### config.mk
export PLATFORM = sky130hd
export DESIGN_NAME = ifetch_align_buf
export DESIGN_NICKNAME = d
export VERILOG_FILES = /design/src/rtl/ifb_pkg.sv /design/src/rtl/ifb_fetch_ctl.sv /design/src/rtl/ifb_word_ring.sv /design/src/rtl/ifb_byte_window.sv /design/src/rtl/ifetch_align_buf.sv
export SDC_FILE = /design/constraint.sdc
export NUM_CORES = 1
export LEC_CHECK = 0
export BUFFER_PORTS_ARGS = -buffer_cell sky130_fd_sc_hd__buf_2
export CAP_MARGIN = 10
export CORE_MARGIN = 2
export CORE_UTILIZATION = 30
export CTS_BUF_LIST = sky130_fd_sc_hd__clkbuf_8
export CTS_CLUSTER_DIAMETER = 60
export DETAILED_ROUTE_END_ITERATION = 10
export PLACE_DENSITY = 0.48
export SLEW_MARGIN = 30
export SYNTH_ARGS = -nofsm -noshare
export SYNTH_HDL_FRONTEND = slang
export SYNTH_SLANG_ARGS = --single-unit
### constraint.sdc
create_clock -name clk -period 5.15 [get_ports clk]
set_input_delay 0.515 -clock clk [delete_from_list [all_inputs] [get_ports clk]]
set_output_delay 0.515 -clock clk [all_outputs]
set_load 0.01 [all_outputs]
### src/rtl/ifb_pkg.sv
package ifb_pkg;
  localparam int WORD_BYTES = 4;
  localparam int WORD_W     = 8 * WORD_BYTES;
  localparam int WIN_BYTES  = 5;
  localparam int WIN_W      = 8 * WIN_BYTES;
  localparam int WCNT_W     = 3;

  typedef logic [7:0]        byte_t;
  typedef logic [WORD_W-1:0] word_t;
endpackage

### src/rtl/ifb_fetch_ctl.sv
module ifb_fetch_ctl
  import ifb_pkg::*;
#(
  parameter int          ADDR_W   = 24,
  parameter logic [23:0] RESET_PC = 24'h008000
) (
  input  logic              clk,
  input  logic              rst_n,
  input  logic              flush_i,
  input  logic [ADDR_W-1:0] flush_addr_i,
  input  logic              flush_ram_i,
  input  logic              slot_free_i,
  output logic              pm_req_o,
  output logic [ADDR_W-1:0] pm_addr_o,
  input  word_t             pm_rdata_i,
  input  logic              pm_stall_i,
  output logic              rm_req_o,
  output logic [ADDR_W-1:0] rm_addr_o,
  input  byte_t             rm_rdata_i,
  input  logic              rm_stall_i,
  input  logic              data_busy_i,
  output logic              fill_vld_o,
  output word_t             fill_word_o
);
  localparam logic [ADDR_W-1:0] RST_WADDR = {RESET_PC[ADDR_W-1:2], 2'b00};

  logic [ADDR_W-1:0] faddr_q, faddr_d;
  logic              ram_q, ram_d;
  logic [1:0]        bidx_q, bidx_d;
  logic [23:0]       asm_q, asm_d;
  logic              pm_acc, rm_acc, rm_last;

  assign pm_req_o  = !ram_q && slot_free_i;
  assign rm_req_o  = ram_q && slot_free_i && !data_busy_i;
  assign pm_addr_o = faddr_q;
  assign rm_addr_o = faddr_q + ADDR_W'(bidx_q);

  assign pm_acc  = pm_req_o && !pm_stall_i;
  assign rm_acc  = rm_req_o && !rm_stall_i;
  assign rm_last = rm_acc && (bidx_q == 2'd3);

  assign fill_vld_o  = !flush_i && (pm_acc || rm_last);
  assign fill_word_o = ram_q ? {rm_rdata_i, asm_q} : pm_rdata_i;

  always_comb begin
    faddr_d = faddr_q;
    ram_d   = ram_q;
    bidx_d  = bidx_q;
    asm_d   = asm_q;
    if (flush_i) begin
      faddr_d = {flush_addr_i[ADDR_W-1:2], 2'b00};
      ram_d   = flush_ram_i;
      bidx_d  = 2'd0;
    end else if (fill_vld_o) begin
      faddr_d = faddr_q + ADDR_W'(WORD_BYTES);
      bidx_d  = 2'd0;
    end else if (rm_acc) begin
      bidx_d = bidx_q + 2'd1;
      asm_d[8*bidx_q +: 8] = rm_rdata_i;
    end
  end

  always_ff @(posedge clk or negedge rst_n) begin
    if (!rst_n) begin
      faddr_q <= RST_WADDR;
      ram_q   <= 1'b0;
      bidx_q  <= 2'd0;
    end else begin
      faddr_q <= faddr_d;
      ram_q   <= ram_d;
      bidx_q  <= bidx_d;
    end
  end

  always_ff @(posedge clk) begin
    if (rm_acc) asm_q <= asm_d;
  end
endmodule

### src/rtl/ifb_word_ring.sv
module ifb_word_ring
  import ifb_pkg::*;
#(
  parameter int          NWORDS   = 3,
  parameter logic [1:0]  RST_OFF  = 2'd0,
  localparam int         PTR_W    = (NWORDS > 1) ? $clog2(NWORDS) : 1,
  localparam int         CNT_W    = $clog2(NWORDS + 1)
) (
  input  logic             clk,
  input  logic             rst_n,
  input  logic             flush_i,
  input  logic [1:0]       flush_off_i,
  input  logic             fill_vld_i,
  input  word_t            fill_word_i,
  input  logic [2:0]       consume_i,
  output word_t            head_word_o,
  output word_t            next_word_o,
  output logic [CNT_W-1:0] nvalid_o,
  output logic [1:0]       off_o,
  output logic             slot_free_o
);
  word_t            slot_q [NWORDS];
  logic [PTR_W-1:0] rd_ptr_q, rd_ptr_d, wr_ptr, nx_ptr;
  logic [CNT_W-1:0] nvalid_q, nvalid_d;
  logic [1:0]       off_q, off_d;
  logic [3:0]       pos;
  logic [1:0]       freed;
  logic             wr_en;

  function automatic logic [PTR_W-1:0] ptr_add(input logic [PTR_W-1:0] p, input int n);
    int s;
    s = int'(p) + n;
    return PTR_W'(s % NWORDS);
  endfunction

  assign wr_ptr = ptr_add(rd_ptr_q, int'(nvalid_q));
  assign nx_ptr = ptr_add(rd_ptr_q, 1);
  assign pos    = {2'b00, off_q} + {1'b0, consume_i};
  assign freed  = pos[3:2];
  assign wr_en  = fill_vld_i && !flush_i;

  always_comb begin
    if (flush_i) begin
      nvalid_d = '0;
      rd_ptr_d = '0;
      off_d    = flush_off_i;
    end else begin
      nvalid_d = nvalid_q - CNT_W'(freed) + CNT_W'(wr_en);
      rd_ptr_d = ptr_add(rd_ptr_q, int'(freed));
      off_d    = pos[1:0];
    end
  end

  always_ff @(posedge clk or negedge rst_n) begin
    if (!rst_n) begin
      nvalid_q <= '0;
      rd_ptr_q <= '0;
      off_q    <= RST_OFF;
    end else begin
      nvalid_q <= nvalid_d;
      rd_ptr_q <= rd_ptr_d;
      off_q    <= off_d;
    end
  end

  for (genvar i = 0; i < NWORDS; i++) begin : g_slot
    always_ff @(posedge clk) begin
      if (wr_en && (wr_ptr == PTR_W'(i))) slot_q[i] <= fill_word_i;
    end
  end

  assign head_word_o = slot_q[rd_ptr_q];
  assign next_word_o = slot_q[nx_ptr];
  assign nvalid_o    = nvalid_q;
  assign off_o       = off_q;
  assign slot_free_o = (int'(nvalid_q) < NWORDS);
endmodule

### src/rtl/ifb_byte_window.sv
module ifb_byte_window
  import ifb_pkg::*;
#(
  parameter  int NWORDS = 3,
  localparam int CNT_W  = $clog2(NWORDS + 1)
) (
  input  word_t             head_word_i,
  input  word_t             next_word_i,
  input  logic [CNT_W-1:0]  nvalid_i,
  input  logic [1:0]        off_i,
  output logic [WIN_W-1:0]  win_o,
  output logic [WCNT_W-1:0] cnt_o
);
  logic [2*WORD_W-1:0] pair, shifted;
  int                  avail;

  assign pair    = {next_word_i, head_word_i};
  assign shifted = pair >> {off_i, 3'b000};

  always_comb begin
    if (nvalid_i == '0) avail = 0;
    else                avail = WORD_BYTES * int'(nvalid_i) - int'(off_i);
    cnt_o = (avail > WIN_BYTES) ? WCNT_W'(WIN_BYTES) : WCNT_W'(avail);
  end

  for (genvar b = 0; b < WIN_BYTES; b++) begin : g_byte
    assign win_o[8*b +: 8] = (WCNT_W'(b) < cnt_o) ? shifted[8*b +: 8] : 8'h00;
  end
endmodule

### src/rtl/ifetch_align_buf.sv
module ifetch_align_buf
  import ifb_pkg::*;
#(
  parameter int          ADDR_W   = 24,
  parameter int          NWORDS   = 3,
  parameter logic [23:0] RESET_PC = 24'h008000
) (
  input  logic              clk,
  input  logic              rst_n,
  input  logic              redirect_i,
  input  logic [ADDR_W-1:0] redirect_pc_i,
  input  logic              redirect_ram_i,
  output logic              pm_req_o,
  output logic [ADDR_W-1:0] pm_addr_o,
  input  logic [31:0]       pm_rdata_i,
  input  logic              pm_stall_i,
  output logic              rm_req_o,
  output logic [ADDR_W-1:0] rm_addr_o,
  input  logic [7:0]        rm_rdata_i,
  input  logic              rm_stall_i,
  input  logic              data_busy_i,
  output logic [39:0]       win_bytes_o,
  output logic [2:0]        win_cnt_o,
  output logic [ADDR_W-1:0] pc_o,
  input  logic [2:0]        consume_i
);
  localparam int CNT_W = $clog2(NWORDS + 1);

  logic              slot_free, fill_vld;
  word_t             fill_word, head_word, next_word;
  logic [CNT_W-1:0]  ring_nvalid;
  logic [1:0]        ring_off;
  logic [2:0]        cons_eff;
  logic [ADDR_W-1:0] pc_q, pc_d;

  assign cons_eff = (consume_i > win_cnt_o) ? win_cnt_o : consume_i;

  ifb_fetch_ctl #(.ADDR_W(ADDR_W), .RESET_PC(RESET_PC)) u_fetch (
    .clk          (clk),
    .rst_n        (rst_n),
    .flush_i      (redirect_i),
    .flush_addr_i (redirect_pc_i),
    .flush_ram_i  (redirect_ram_i),
    .slot_free_i  (slot_free),
    .pm_req_o     (pm_req_o),
    .pm_addr_o    (pm_addr_o),
    .pm_rdata_i   (pm_rdata_i),
    .pm_stall_i   (pm_stall_i),
    .rm_req_o     (rm_req_o),
    .rm_addr_o    (rm_addr_o),
    .rm_rdata_i   (rm_rdata_i),
    .rm_stall_i   (rm_stall_i),
    .data_busy_i  (data_busy_i),
    .fill_vld_o   (fill_vld),
    .fill_word_o  (fill_word)
  );

  ifb_word_ring #(.NWORDS(NWORDS), .RST_OFF(RESET_PC[1:0])) u_ring (
    .clk          (clk),
    .rst_n        (rst_n),
    .flush_i      (redirect_i),
    .flush_off_i  (redirect_pc_i[1:0]),
    .fill_vld_i   (fill_vld),
    .fill_word_i  (fill_word),
    .consume_i    (cons_eff),
    .head_word_o  (head_word),
    .next_word_o  (next_word),
    .nvalid_o     (ring_nvalid),
    .off_o        (ring_off),
    .slot_free_o  (slot_free)
  );

  ifb_byte_window #(.NWORDS(NWORDS)) u_win (
    .head_word_i  (head_word),
    .next_word_i  (next_word),
    .nvalid_i     (ring_nvalid),
    .off_i        (ring_off),
    .win_o        (win_bytes_o),
    .cnt_o        (win_cnt_o)
  );

  always_comb begin
    if (redirect_i) pc_d = redirect_pc_i;
    else            pc_d = pc_q + ADDR_W'(cons_eff);
  end

  always_ff @(posedge clk or negedge rst_n) begin
    if (!rst_n) pc_q <= ADDR_W'(RESET_PC);
    else        pc_q <= pc_d;
  end

  assign pc_o = pc_q;
endmodule

* Word level (Yosys, flattened, before mapping) *
Memory sizes are Yosys's and may differ from the RTL's.
Index checks and enable logic that the tools add are counted.

cells by class
  add/sub/neg operators = 12
  muxes and demuxes = 31
  shift-type cells = 3
  div/mod/pow operators = 3
  equality and inequality tests = 3
  reduce and logical (&&, ||, !) cells = 24
  bitwise operators = 2
  $mul = 0
  $lt $le $gt $ge = 8

operator list
  operator                                                         number
  2-to-1 mux 32 bit                                                4
  remainder unit 32 x 3 -> 32 bit (second input constant)          3
  2-to-1 mux 24 bit                                                3
  OR reduction 32 bit                                              2
  right shift 64 x 5 -> 40 bit                                     1
  2-to-1 mux 8 bit                                                 5
  negator 5 -> 34 bit                                              1
  variable shift 8 x 34 -> 24 bit (first input constant)           1
  variable part select 8 x 34 -> 24 bit                            1
  greater-than comparator 32 x 4 -> 1 bit (second input constant)  1
  adder 24 x 2 -> 24 bit                                           1
  adder 24 x 3 -> 24 bit                                           1
  adder 24 x 3 -> 24 bit (second input constant)                   1
  bitwise mux 24 bit                                               1
  2-to-1 mux 2 bit                                                 8
  logical AND 1 bit                                                11
  2-to-1 mux 1 bit                                                 8
  adder 2 x 2 -> 3 bit                                             2
  < comparator 1 x 3 -> 1 bit (first input constant)               2
  < comparator 2 x 3 -> 1 bit (first input constant)               2
  2-to-1 mux 3 bit                                                 2
  zero test 1 bit                                                  5
  subtractor 4 x 2 -> 5 bit                                        1
  adder 2 x 3 -> 4 bit                                             1
  15 further kinds                                                 18

storage, ports and cells
  memory bits (read-only) = 0
  input bits = 74
  memories = 1
  flip-flop bits (word level) = 81
  output and inout port bits = 117
  bits in latches = 0
  RAM bits = 96
  logic and storage cells = 95

memories
  name           depth  width  rd ports  clocked after Yosys merged registers in  write ports  RTL line             text
  u_ring.slot_q  3      32     2         0                                        1            ifb_word_ring.sv:22  word_t slot_q [NWORDS];

* Longest topological paths before layout *
  depth in word-level cells = 14
  depth in mapped cells = 26
  mapped depth without buffers = 23

* Hierarchy *
A second synthesis with hierarchy kept.

unflattened totals
  cells, all modules = 955
  area total of the unflattened synthesis = 10786.6 um2

by module, submodules not included
  module            area each (um2)  times used  seq. area each (um2)  cells each
  ifb_word_ring     4793.3           1           3032.9                373
  ifb_fetch_ctl     2955.3           1           1347.5                290
  ifetch_align_buf  1540.2           1           601.8                 171
  ifb_byte_window   1497.7           1           0.0                   121

* Worst setup path before layout *
No wires, ideal clock.

  path type = reg-to-reg
  start = register u_ring.off_q[0] (netlist: u_ring.off_o[0])
  end = register u_ring.rd_ptr_q[1]
  arrival = 5.357 ns
  required time = 5.072 ns
  stages on the path, launching flop included = 25
  setup slack = -0.285 ns
  path buffers = 3
  library setup time = 0.078 ns
  period minus slack after synthesis = 5.435 ns
  cells stage by stage = dfrtp_1 -> buf_2 -> inv_1 -> buf_2 -> clkbuf_1 -> ha_1 -> o21ai_0 -> a22oi_1 -> inv_1 -> nor2_1 -> inv_1 -> ha_1 -> nand2_1 -> o21a_1 -> a31oi_1 -> mux2_2 -> fa_1 -> xnor2_1 -> ha_1 -> fa_1 -> inv_1 -> nor2_1 -> ha_1 -> or3_1 -> a21oi_1

between the ends
  word-level cells in the longest chain between the ends = 10

RTL lines
  element                                  RTL line                text
  from (decl)                              ifb_word_ring.sv:25     logic [1:0] off_q, off_d;
  from (signal assigned)                   ifb_word_ring.sv:58     off_q <= RST_OFF;
  from (signal assigned)                   ifb_word_ring.sv:62     off_q <= off_d;
  subtractor 4 x 2 -> 5 bit (*)            ifb_byte_window.sv:22   else avail = WORD_BYTES * int'(nvalid_i) - int'(off_i);
  2-to-1 mux 32 bit (*)                    ifb_byte_window.sv:21   if (nvalid_i == '0) avail = 0;
  greater-than comparator 32 x 4 -> 1 bit  ifb_byte_window.sv:23   cnt_o = (avail > WIN_BYTES) ? WCNT_W'(WIN_BYTES) : WCNT_W'(avail);
  2-to-1 mux 3 bit (*)                     ifb_byte_window.sv:23
  via win_cnt_o[2]                         ifetch_align_buf.sv:23  output logic [2:0] win_cnt_o,
  greater-than comparator 3 bit            ifetch_align_buf.sv:36  assign cons_eff = (consume_i > win_cnt_o) ? win_cnt_o : consume_i;
  2-to-1 mux 3 bit (*)                     ifetch_align_buf.sv:36
  adder 2 x 3 -> 4 bit (*)                 ifb_word_ring.sv:38     assign pos = {2'b00, off_q} + {1'b0, consume_i};
  adder 2 x 2 -> 3 bit (*)                 ifb_word_ring.sv:32     s = int'(p) + n;
  remainder unit 32 x 3 -> 32 bit (*)      ifb_word_ring.sv:33     return PTR_W'(s % NWORDS);
  2-to-1 mux 2 bit (*)                     ifb_word_ring.sv:43     if (flush_i) begin
  via u_ring.rd_ptr_d[1]                   ifb_word_ring.sv:23     logic [PTR_W-1:0] rd_ptr_q, rd_ptr_d, wr_ptr, nx_ptr;
  to (signal assigned)                     ifb_word_ring.sv:61     rd_ptr_q <= rd_ptr_d;
  to (decl)                                ifb_word_ring.sv:23

The timed path passes the listed nets; every way through them passes the cells marked *.
A chain may end at the register's enable or synchronous reset.

* Worst setup path in the final report *
  start = register u_ring.off_q[1] (netlist: u_ring.off_o[1])
  end = register u_ring.rd_ptr_q[1]

between the ends
  word-level cells in the longest chain between the ends = 10

RTL lines
  element                                  RTL line
  subtractor 4 x 2 -> 5 bit                ifb_byte_window.sv:22
  2-to-1 mux 32 bit                        ifb_byte_window.sv:21
  greater-than comparator 32 x 4 -> 1 bit  ifb_byte_window.sv:23
  2-to-1 mux 3 bit                         ifb_byte_window.sv:23
  greater-than comparator 3 bit            ifetch_align_buf.sv:36
  2-to-1 mux 3 bit                         ifetch_align_buf.sv:36
  adder 2 x 3 -> 4 bit (*)                 ifb_word_ring.sv:38
  adder 2 x 2 -> 3 bit (*)                 ifb_word_ring.sv:32
  remainder unit 32 x 3 -> 32 bit (*)      ifb_word_ring.sv:33
  2-to-1 mux 2 bit (*)                     ifb_word_ring.sv:43
  via u_ring.rd_ptr_d[1]                   ifb_word_ring.sv:23

Marked as above.

==> results.md <==
* TritonRoute pass-1 iters at 5
* Aggregate global routing overflow at 0
* Clock Pin Slew Worst Setup and Hold Paths at roughly 90 ps
* Clk_lat worst skew at 480 ps
* Final critical-path share of the clock period at 91.6%
* Ratio of routed vias to standard cells at ~5.3
* Area enclosed by the die boundary at 37000 µm²
* Crit path arrival time at between 5000 and 6000 ps
* TritonCTS Buffers at 17
* Placeable core region at 34700 µm²
* Die height at 192 µm
* Die X at 192 µm
* Crit start category: register
* Total DRC errors in the routed layout at 0
* Final Power at ~6.2 mW
* Fin Clk Skew at 10.5 ps
* Leakage power at 4.90 nW
* Number of global-route vias before repair at a little under 8000
* Effective utilization at floorplan at 30.6%
* Pwr Density at 495 nW/µm²
* Mapped Cells at a little over 900
* CTS max path bufs at 2
* Share of the synthesized area in the top cell type at 33.9%
* Post-layout min period at around 4700 ps
* Final Routed Wirelength at 32700 µm
* Ys flop type: edfxtp_1
* Relative slew margins at a little under a third
* Number of design-rule violations left by the first detailed-router iteration at approximately 600
* Number of distinct library cells after synthesis at 66
* Cell type of the slowest stage on the worst timing path: fa_1
* Number of warnings reported in the yosys synthesis log at 0
* WL per Instance at 21.4 µm
* Unrepaired setup endpoints after global routing: false
* Initial antenna violation count at 2
* Sum Neg Setup Slack at 0 ps
* GRT Overall Usage at 17.6%
* Max frequency at 212 MHz
* Num rows at 68
* Placement Setup Slack at ~110 ps
* Required time worst endpoint at 5550 ps
* Antenna violation net count after detailed routing at 0
* Fillers at 3547
* Clock tree from TritonCTS: built
* Max-capacitance violation count at 0
* Number of ports placed on the die boundary at 191
* Tightest Hold Check Type: input pin to async pin
* Max IR drop VDD at about 0.27 mV
* Synth-to-layout area growth at 17.0%
* Largest area contributor in the synthesized netlist: edfxtp_1
* Critical Path Fanout Max at 8
* Quantity of I/O buffers inserted on ports at 188
* Number of buffer and inverter stages on the critical path at 4
* Outcome: completed
* # H-tree levels at 4
* Endpoint type of the worst setup path: register
* Final worst slack at 433 ps
* First-pass GRT wire length at 48700 µm
* Sequential element share of the synthesized area at 46.8%
* Total standard cell area after synthesis at ~11000 µm²
* Worst slew pin tran at around 1000 ps
* Cell types occupying the most area after synthesis: edfxtp_1 34%, dfrtp_1 12%, mux2_2 10%
* Category of the most critical setup path: register to register
* Via count at 8045
* Setup-failing EPs final at 0
* Asr flop ratio synth at 31.4%
* Most frequently used cell type in the post-synthesis netlist: edfxtp_1
* Final Net Count at 1163
* Top cells by count, synth: 120 x edfxtp_1, 98 x mux2_2, 63 x mux2i_1
* Crit-path max cell delay at ~440 ps
* Number of max-slew violations in the final report at 0
* Pin count of the biggest net entering global routing at between 50 and 60
* Fraction of final layout cells sized beyond drive strength 1 at approximately 36%
* Number of synthesized register bits at 175
* Detail Placement HPWL at 23800 µm
* Ordered list of cells on the worst path: inv_2 -> ha_4 -> o21ai_0 -> a22oi_2 -> inv_1 -> nor2_2 -> inv_1 -> ha_1 -> nand2_1 -> o21a_1 -> a31oi_2 -> mux2_4 -> fa_1 -> xnor2_2 -> ha_1 -> fa_1 -> inv_1 -> nor2_1 -> ha_1 -> or3_1 -> a21oi_1
* Number of sinks driven by the clock tree at 175
* Final hold violation count at 0
* Cell family contributing the most delay on the critical path: adder cells
* Number of enable flip-flop cells after synthesis at 120
* Final Wtd Congestion at around 0.75
* Clock tree root driver cell: clkbuf_8
* Avg Synthesized Cell Area at 11.7 µm²
==> metrics by stage <==
stage,cell area (µm²),std cells,hold slack (ps),util [%]
after floorplan,10700,907,219,-
after global placement,12000,1495,573,34.6
after detailed placement,12100,1496,574,34.7
after CTS,12400,1525,194,35.7
after global routing,12400,1528,222,35.8
final,12400,1530,185,35.8
==> final timing paths <==
| check | from | endpoint | slack [ps] | depth (start not counted) |
|---|---|---|---|---|
| max | u_ring.off_o[1] | u_ring.rd_ptr_q[1] | 430 | 21 |
| min | rst_n | pc_o[3] | 180 | 2 |
| max reg2reg | u_ring.off_o[1] | u_ring.rd_ptr_q[1] | 430 | 21 |
| min reg2reg | u_fetch.asm_q[8] | u_ring.slot_q[2][8] | 600 | 1 |
| max in group asynchronous | rst_n | u_ring.off_o[0] | 4390 | 2 |
| min in group clk | redirect_ram_i | u_fetch.ram_q | 270 | 2 |
==> registers in the layout, indices dropped and copies added (netlist names) <==
register	count
u_fetch.pm_addr_o	22
pc_o	24
u_ring.nvalid_o	2
u_ring.slot_q	96
u_ring.rd_ptr_q	2
u_fetch.ram_q	1
u_ring.off_o	2
u_fetch.bidx_q	2
u_fetch.asm_q	24
==> final cells by class <==
| type | count | area, µm² | share of cell area [%] |
|---|---|---|---|
| clock buffer | 17 | 234 | 1.88 |
| tap | 455 | 569 | 4.58 |
| sequential | 175 | 4980 | 40.1 |
| timing repair buffer | 212 | 1130 | 9.11 |
| inverter | 31 | 116 | 0.935 |
| antenna | 2 | 5.00 | 0.0402 |
| multi-input combinational | 626 | 5310 | 42.7 |
| clock inverter | 12 | 88.8 | 0.714 |
==> logic make-up after synthesis <==
| group | after synthesis | share of synthesized area [%] |
|---|---|---|
| compound gates | 190 | 13.2 |
| xor+xnor | 16 | 1.32 |
| fa+ha+maj | 26 | 3.34 |
| buf+inv | 106 | 4.26 |
| mux | 176 | 19.5 |
| flops | 175 | 46.8 |
| other cells | 1 | 0.0353 |
| simple gates | 216 | 11.5 |
==> placed cells by master (no fill, tap or decap), types with 18 or more instances in the layout <==
master and instances:
o211ai_1 20, inv_1 30, o21ai_0 36, edfxtp_1 120, mux2_2 97, buf_4 23, a22o_1 40, dfrtp_1 52
ha_1 20, mux2i_1 63, buf_2 188, nor2_1 43, nand2_1 18, and2_1 26, nand2b_1 21
==> timing repair <==
| action | in CTS | in global routing |
|---|---|---|
| setup buffers | 0 | 3 |
| gates resized for setup | 0 | 5 |
| setup endpoints to repair | 0 | 3 |
| hold buffers | 0 | 0 |
==> per-layer routing <==
metal	track usage, %	vias up	routed length (µm)
met5	0	-	9
met4	5.61	2	640
met3	3.60	34	1750
met2	26.2	227	14400
met1	25.6	4001	15900
li1	-	3781	-
==> where the power goes <==
part | switching [mW] | total [mW] | leakage [nW] | internal [mW]
Sequential | 0.157 | 1.85 | 1.73 | 1.70
Clock | 0.514 | 0.842 | 0.157 | 0.328
Combinational | 1.98 | 3.46 | 3.01 | 1.49
Total | 2.65 | 6.16 | 4.90 | 3.51
Note: power is estimated with default switching activity, not from simulation.
